$ cat src/rtl/exc_res_pkg.sv
package exc_res_pkg;

    localparam int VEC_W    = 8;
    localparam int LIST_MAX = 3;

    localparam logic [VEC_W-1:0] VEC_RESET   = 8'd0;
    localparam logic [VEC_W-1:0] VEC_BUSERR  = 8'd2;
    localparam logic [VEC_W-1:0] VEC_ADDRERR = 8'd3;
    localparam logic [VEC_W-1:0] VEC_ILLEGAL = 8'd4;
    localparam logic [VEC_W-1:0] VEC_PRIV    = 8'd8;
    localparam logic [VEC_W-1:0] VEC_TRACE   = 8'd9;
    localparam logic [VEC_W-1:0] VEC_PAT_A   = 8'd10;
    localparam logic [VEC_W-1:0] VEC_PAT_F   = 8'd11;

    typedef enum logic [1:0] {
        SZ_BYTE = 2'd0,
        SZ_WORD = 2'd1,
        SZ_LONG = 2'd2,
        SZ_RSVD = 2'd3
    } acc_size_e;

    typedef struct packed {
        logic                          hit;
        logic [VEC_W-1:0]              vec;
    } instr_fault_t;

    typedef struct packed {
        logic [1:0]                    cnt;
        logic [LIST_MAX-1:0][VEC_W-1:0] vec;
    } vec_list_t;

    // Instruction-level fault: unimplemented patterns, then illegal, then privilege.
    function automatic instr_fault_t classify_opcode(
        input logic [15:0] opcode,
        input logic        illegal,
        input logic        priv,
        input logic        user
    );
        instr_fault_t r;
        r.hit = 1'b1;
        r.vec = '0;
        if (opcode[15:12] == 4'b1010)      r.vec = VEC_PAT_A;
        else if (opcode[15:12] == 4'b1111) r.vec = VEC_PAT_F;
        else if (illegal)                  r.vec = VEC_ILLEGAL;
        else if (priv && user)             r.vec = VEC_PRIV;
        else                               r.hit = 1'b0;
        return r;
    endfunction

endpackage

$ cat src/rtl/exc_list_build.sv
module exc_list_build
    import exc_res_pkg::*;
(
    input  logic             exec,
    input  logic [15:0]      opcode,
    input  logic             illegal,
    input  logic             priv,
    input  logic             user,
    input  logic             trap,
    input  logic [VEC_W-1:0] trap_vec,
    input  logic             trace,
    input  logic             irq,
    input  logic [VEC_W-1:0] irq_vec,
    output vec_list_t        list
);
    instr_fault_t fault;
    logic [1:0]   n;

    assign fault = classify_opcode(opcode, illegal, priv, user);

    always_comb begin
        list = '0;
        n    = 2'd0;
        if (exec) begin
            if (fault.hit) begin
                list.vec[n] = fault.vec;
                n = n + 2'd1;
            end else begin
                if (trap) begin
                    list.vec[n] = trap_vec;
                    n = n + 2'd1;
                end
                if (trace) begin
                    list.vec[n] = VEC_TRACE;
                    n = n + 2'd1;
                end
            end
        end
        if (irq) begin
            list.vec[n] = irq_vec;
            n = n + 2'd1;
        end
        list.cnt = n;
    end
endmodule

$ cat src/rtl/exc_addr_check.sv
module exc_addr_check
    import exc_res_pkg::*;
#(
    parameter int ADDR_W = 24
) (
    input  logic              acc_valid,
    input  logic [ADDR_W-1:0] acc_addr,
    input  acc_size_e         acc_size,
    input  logic              acc_fetch,
    output logic              addr_err
);
    logic multi_byte;

    assign multi_byte = acc_fetch || (acc_size != SZ_BYTE);
    assign addr_err   = acc_valid && acc_addr[0] && multi_byte;
endmodule

$ cat src/rtl/exc_vec_queue.sv
module exc_vec_queue
    import exc_res_pkg::*;
#(
    parameter int DEPTH = 4
) (
    input  logic             clk,
    input  logic             rst,
    input  logic             clear,
    input  logic             flush,
    input  logic [VEC_W-1:0] flush_vec,
    input  logic             load,
    input  vec_list_t        load_list,
    input  logic             pop,
    output logic             head_valid,
    output logic [VEC_W-1:0] head
);
    localparam int CW = $clog2(DEPTH + 1);

    logic [VEC_W-1:0] ent [DEPTH];
    logic [CW-1:0]    count;

    for (genvar i = 0; i < DEPTH; i++) begin : g_ent
        logic [VEC_W-1:0] load_val;
        logic [VEC_W-1:0] shift_val;
        logic [VEC_W-1:0] rst_val;

        if (i < LIST_MAX) begin : g_ld
            assign load_val = load_list.vec[i];
        end else begin : g_nold
            assign load_val = '0;
        end

        if (i < DEPTH - 1) begin : g_sh
            assign shift_val = ent[i+1];
        end else begin : g_nosh
            assign shift_val = '0;
        end

        if (i == 0) begin : g_r0
            assign rst_val = VEC_RESET;
        end else begin : g_rn
            assign rst_val = '0;
        end

        always_ff @(posedge clk) begin
            if (rst)        ent[i] <= rst_val;
            else if (clear) ent[i] <= '0;
            else if (flush) ent[i] <= (i == 0) ? flush_vec : '0;
            else if (load)  ent[i] <= load_val;
            else if (pop)   ent[i] <= shift_val;
        end
    end

    always_ff @(posedge clk) begin
        if (rst)        count <= CW'(1);
        else if (clear) count <= '0;
        else if (flush) count <= CW'(1);
        else if (load)  count <= CW'(load_list.cnt);
        else if (pop)   count <= count - CW'(1);
    end

    assign head_valid = (count != '0);
    assign head       = ent[0];


    count_bound_chk: assert property (@(posedge clk) disable iff (rst)
        count <= CW'(DEPTH));


    pop_drain_chk: assert property (@(posedge clk) disable iff (rst)
        (pop && !clear && !flush && !load && count == CW'(1)) |=> !head_valid);
endmodule

$ cat src/rtl/exc_priority_resolver.sv
module exc_priority_resolver
    import exc_res_pkg::*;
#(
    parameter int ADDR_W = 24,
    parameter int QDEPTH = 4
) (
    input  logic              clk,
    input  logic              rst,
    input  logic              rpt_valid,
    input  logic              rpt_exec,
    input  logic [15:0]       rpt_opcode,
    input  logic              rpt_illegal,
    input  logic              rpt_priv,
    input  logic              rpt_user,
    input  logic              rpt_trap,
    input  logic [7:0]        rpt_trap_vec,
    input  logic              rpt_trace,
    input  logic              irq_req,
    input  logic [7:0]        irq_vec,
    input  logic              bus_err,
    input  logic              acc_valid,
    input  logic [ADDR_W-1:0] acc_addr,
    input  logic [1:0]        acc_size,
    input  logic              acc_fetch,
    input  logic              exc_done,
    output logic              vec_valid,
    output logic [7:0]        vec_num,
    output logic              busy,
    output logic              halted
);
    vec_list_t        list;
    logic             addr_err;
    logic             fault_any;
    logic             crit;
    logic             q_clear, q_flush, q_load, q_pop;
    logic [VEC_W-1:0] fault_vec;
    logic             head_valid;
    logic [VEC_W-1:0] head;

    exc_list_build i_list (
        .exec     (rpt_exec),
        .opcode   (rpt_opcode),
        .illegal  (rpt_illegal),
        .priv     (rpt_priv),
        .user     (rpt_user),
        .trap     (rpt_trap),
        .trap_vec (rpt_trap_vec),
        .trace    (rpt_trace),
        .irq      (irq_req),
        .irq_vec  (irq_vec),
        .list     (list)
    );

    exc_addr_check #(.ADDR_W(ADDR_W)) i_addr (
        .acc_valid (acc_valid),
        .acc_addr  (acc_addr),
        .acc_size  (acc_size_e'(acc_size)),
        .acc_fetch (acc_fetch),
        .addr_err  (addr_err)
    );

    assign fault_any = bus_err || addr_err;
    assign fault_vec = bus_err ? VEC_BUSERR : VEC_ADDRERR;

    assign q_clear = !halted && fault_any && crit;
    assign q_flush = !halted && fault_any && !crit;
    assign q_load  = !halted && !fault_any && rpt_valid && !head_valid
                     && (list.cnt != 2'd0);
    assign q_pop   = !halted && head_valid;

    exc_vec_queue #(.DEPTH(QDEPTH)) i_queue (
        .clk        (clk),
        .rst        (rst),
        .clear      (q_clear),
        .flush      (q_flush),
        .flush_vec  (fault_vec),
        .load       (q_load),
        .load_list  (list),
        .pop        (q_pop),
        .head_valid (head_valid),
        .head       (head)
    );

    always_ff @(posedge clk) begin
        if (rst) begin
            crit   <= 1'b1;
            halted <= 1'b0;
        end else if (!halted) begin
            if (fault_any) begin
                crit <= 1'b1;
                if (crit) halted <= 1'b1;
            end else if (exc_done) begin
                crit <= 1'b0;
            end
        end
    end

    assign vec_valid = head_valid && !halted;
    assign vec_num   = head;
    assign busy      = head_valid && !halted;


    halt_sticky_chk: assert property (@(posedge clk) disable iff (rst)
        halted |=> halted);


    halt_silent_chk: assert property (@(posedge clk) disable iff (rst)
        halted |-> (!vec_valid && !busy));


    double_fault_chk: assert property (@(posedge clk) disable iff (rst)
        (fault_any && crit && !halted) |=> halted);


    fault_vec_chk: assert property (@(posedge clk) disable iff (rst)
        (fault_any && !crit && !halted)
        |=> (vec_valid && vec_num == ($past(bus_err) ? VEC_BUSERR : VEC_ADDRERR)));


    chain_head_chk: assert property (@(posedge clk) disable iff (rst)
        (q_load && rpt_exec && rpt_trap && !rpt_illegal && !rpt_priv
         && rpt_opcode[15:13] != 3'b101 && rpt_opcode[15:12] != 4'b1111)
        |=> (vec_valid && vec_num == $past(rpt_trap_vec)));
endmodule

$ cat config.mk
export PLATFORM = sky130hd
export DESIGN_NAME = exc_priority_resolver
export DESIGN_NICKNAME = d
export VERILOG_FILES = /design/src/rtl/exc_res_pkg.sv /design/src/rtl/exc_list_build.sv /design/src/rtl/exc_addr_check.sv /design/src/rtl/exc_vec_queue.sv /design/src/rtl/exc_priority_resolver.sv
export SDC_FILE = /design/constraint.sdc
export NUM_CORES = 1
export LEC_CHECK = 0
export BUFFER_PORTS_ARGS = -buffer_cell sky130_fd_sc_hd__buf_2
export CAP_MARGIN = 25
export CORE_ASPECT_RATIO = 0.9
export CORE_UTILIZATION = 44
export CTS_BUF_LIST = sky130_fd_sc_hd__clkbuf_2
export DETAILED_ROUTE_END_ITERATION = 10
export PLACE_DENSITY = 0.87
export SLEW_MARGIN = 40
export SYNTH_ARGS = -nofsm -noshare
export SYNTH_HDL_FRONTEND = slang
export SYNTH_SLANG_ARGS = --single-unit
export TNS_END_PERCENT = 20
$ cat constraint.sdc
create_clock -name clk -period 2.5 [get_ports clk]
set_clock_uncertainty 0.2 [all_clocks]
set_input_delay 0.125 -clock clk [delete_from_list [all_inputs] [get_ports clk]]
set_output_delay 0.125 -clock clk [all_outputs]
set_load 0.03 [all_outputs]
==> out/results.ini <==
[cells_and_area]
drive_gt1_share_pct=38.34
finish.utilization_pct=64.73
area_delta_synth_final_pct=37.07
insertedDiodeCount=0
nNetsFinal=330
stdcell_count=299

[global_routing]
grtUsageTotal_pct=19.42
grt_max_degree=19
grt_overflow=0
antenna_found_initial=0
grt_pass1_vias=1543
grt_pass1_wl_um=6775

[place]
hpwl_um=3004
pre_cts_slack_ns=-0.1590
place_inst=274
finalWeightedCongestion=0.8831
io_buffers=47

[synth]
async_flop_share_pct=0
yosysUniqueCellTypes=52
ys_ff_latch=29
yosysTopAreaCell=edfxtp_1
syn_nets=244
synth_top_area_share_pct=40.06
synth_edf_count=24
synth_ff_type=edfxtp_1
synth_area_leaders=edfxtp_1, a22o_1, dfxtp_1
synth.yosys.seq_area_share_pct=45.62
synth_warnings=0
synth_area_per_cell_um2=10.84
synth_area_mm2=0.001799
synthCells=166

[sta]
fin_ws_ns=0.1291
fmax_mhz=421.8
fin_crit_ns=2.371
finalSetupViolations=0
maxSlewHeadroom_pct=66.61
hold_violations=0
finalMaxSlewViolations=0
tightest_slew_ns=0.5002
fin_setup_tns_ns=0
min_period_over_period_pct=94.84

[detailed_routing]
via_per_inst=5.609
ant_nets=0
detail_route.wl_per_cell_um=14.13
via_count=1677
drt-pass1-iter-count=6
drt-initial-drc-count=170
post-route-drc-count=0
drt_wl_total_um=4226

[worst_setup_path]
critPathMaxFanout=16
crit_arrival_ns=2.18
crit_required_ns=2.31
end_kind=flop
critPathLaunchType=flop
crit_type=reg -> reg

[power_and_ir_drop]
p_leak_nw=1.074
p_sw_share_pct=29.73
power_density_mw_per_mm2=520.7
clockPowerShare_pct=26.1
p_int_mw=0.9025
worst_ir_drop_vdd_v=0.0004475
switchingPower_mw=0.3817
power_mw=1.284
combPwrFrac_pct=27.5
seqPwrFrac_pct=46.4

[job]
max_cap_viol_count=0

[floorplan]
start_util_pct=47.22
io-pin-count=83
die_w_um=69.41
rows=21
dieArea_mm2=0.004349
die_h_um=62.67
core_area_mm2=0.003810

[cts]
numCtsBuffers=5
cts_tree=yes
clkSinkCount=29
clk_latency_ns=0.34
clk_pin_slew_ns=0.16
h-tree-depth=2
cts_root_buf=clkbuf_2
clock_path_buffers=2

[worst_hold_path]
hold_path_class=in -> reg

[status]
status=finished clean

==> kinds of logic (layout without fill, tap and decap cells) <==
group,count (synthesis),after routing,share of synthesized area [%]
AND/OR/NAND/NOR,58,58,20.03
AO/OA/AOI/OAI,53,53,23.16
flip-flops,29,29,45.62
buffers and inverters,17,104,5.424
adder cells (fa/ha/maj),6,6,4.172
multiplexers,2,2,1.113
XOR/XNOR,1,1,0.4869
==> critical path, stage by stage, from the launching register on <==
cell and delay, ns:
dfxtp_1 0.37, inv_1 0.08, ha_1 0.15, ha_1 0.17
nand2_1 0.11, nor4_4 0.38, buf_4 0.18, a221o_2 0.39
==> layout make-up <==
class	instances	area, um2
Multi-Input combinational cell	120	914.6
Timing Repair Buffer	89	583.1
Sequential cell	29	820.8
Tap cell	46	57.56
Inverter	7	26.28
Fill cell	304	1344
Clock buffer	6	30.03
Clock inverter	2	33.78
==> Yosys cell counts, types with 3 or more instances <==
library cell and n:
nor2_1 9, edfxtp_1 24, nand2_1 16, o21ai_0 10
and2_1 5, inv_1 7, ha_1 6, buf_2 3
dfxtp_1 5, and4_1 6, a32o_1 6, a221o_1 4
a21oi_1 4, a22o_1 12
==> flip-flops by register name, summed over array words and instances, names as in the netlist <==
name / flops
crit: 1
i_queue.ent: 24
halted: 1
i_queue.count: 3
==> cells in the final DEF (no fill, tap or decap), drive strengths merged, types with 2 or more instances in the layout <==
master,synthesis,layout
o221ai,2,2
and4,8,8
ha,6,6
and2,6,6
a221o,4,4
mux2i,2,2
nor2,10,10
o21ai,10,10
nor3,2,2
nand2,16,16
nor4,4,4
clkbuf,2,6
a22o,12,12
edfxtp,24,24
dlygate4sd3,0,13
a21oi,4,4
a32o,6,6
buf,8,76
a211oi,2,2
a311oi,2,2
inv,7,7
dfxtp,5,5
nand3,2,2
==> power groups by stage <==
stage / Sequential (mW) / Clock, mW / Combinational (mW)
final: 0.595 / 0.335 / 0.354
after global routing: 0.601 / 0.367 / 0.386
after CTS: 0.597 / 0.341 / 0.349
after detailed placement: 0.608 / 0 / 0.333
after global placement: 0.605 / 0 / 0.327
after floorplan: 0.632 / 0 / 0.181
==> per-layer routing <==
metal	vias up	share of wire (%)	wire length, um	global-route usage (%)
met4	0	0	0	2.551
met3	0	4.1	172	4.677
li1	838	-	-	-
met1	799	45	1922	24.30
met5	-	0	0	0
met2	40	50	2130	34.71
==> through the flow <==
step,area [um2],hold slack (ns)
floorplan,1832,-0.002617
global placement,2241,0.1937
detailed placement,2241,0.1992
CTS,2425,0.009983
global route,2466,0.02449
finish,2466,0.03791
==> final timing paths <==
kind                     from           endpoint  slack [ns]  depth (start not counted)
max          i_queue.count[0]  i_queue.ent[1][5]        0.13                          7
min           rpt_trap_vec[7]  i_queue.ent[0][7]        0.04                          3
max reg2reg  i_queue.count[0]  i_queue.ent[1][5]        0.13                          7
min reg2reg              crit               crit        0.32                          2
==> what timing repair did <==
item	4_1_cts	5_1_grt
hold buffers	12	1
resized for setup	0	1
endpoints found under the hold margin	22	1
buffers inserted	0	4
setup endpoints to repair	0	14
Power figures use the tool's default switching activity.
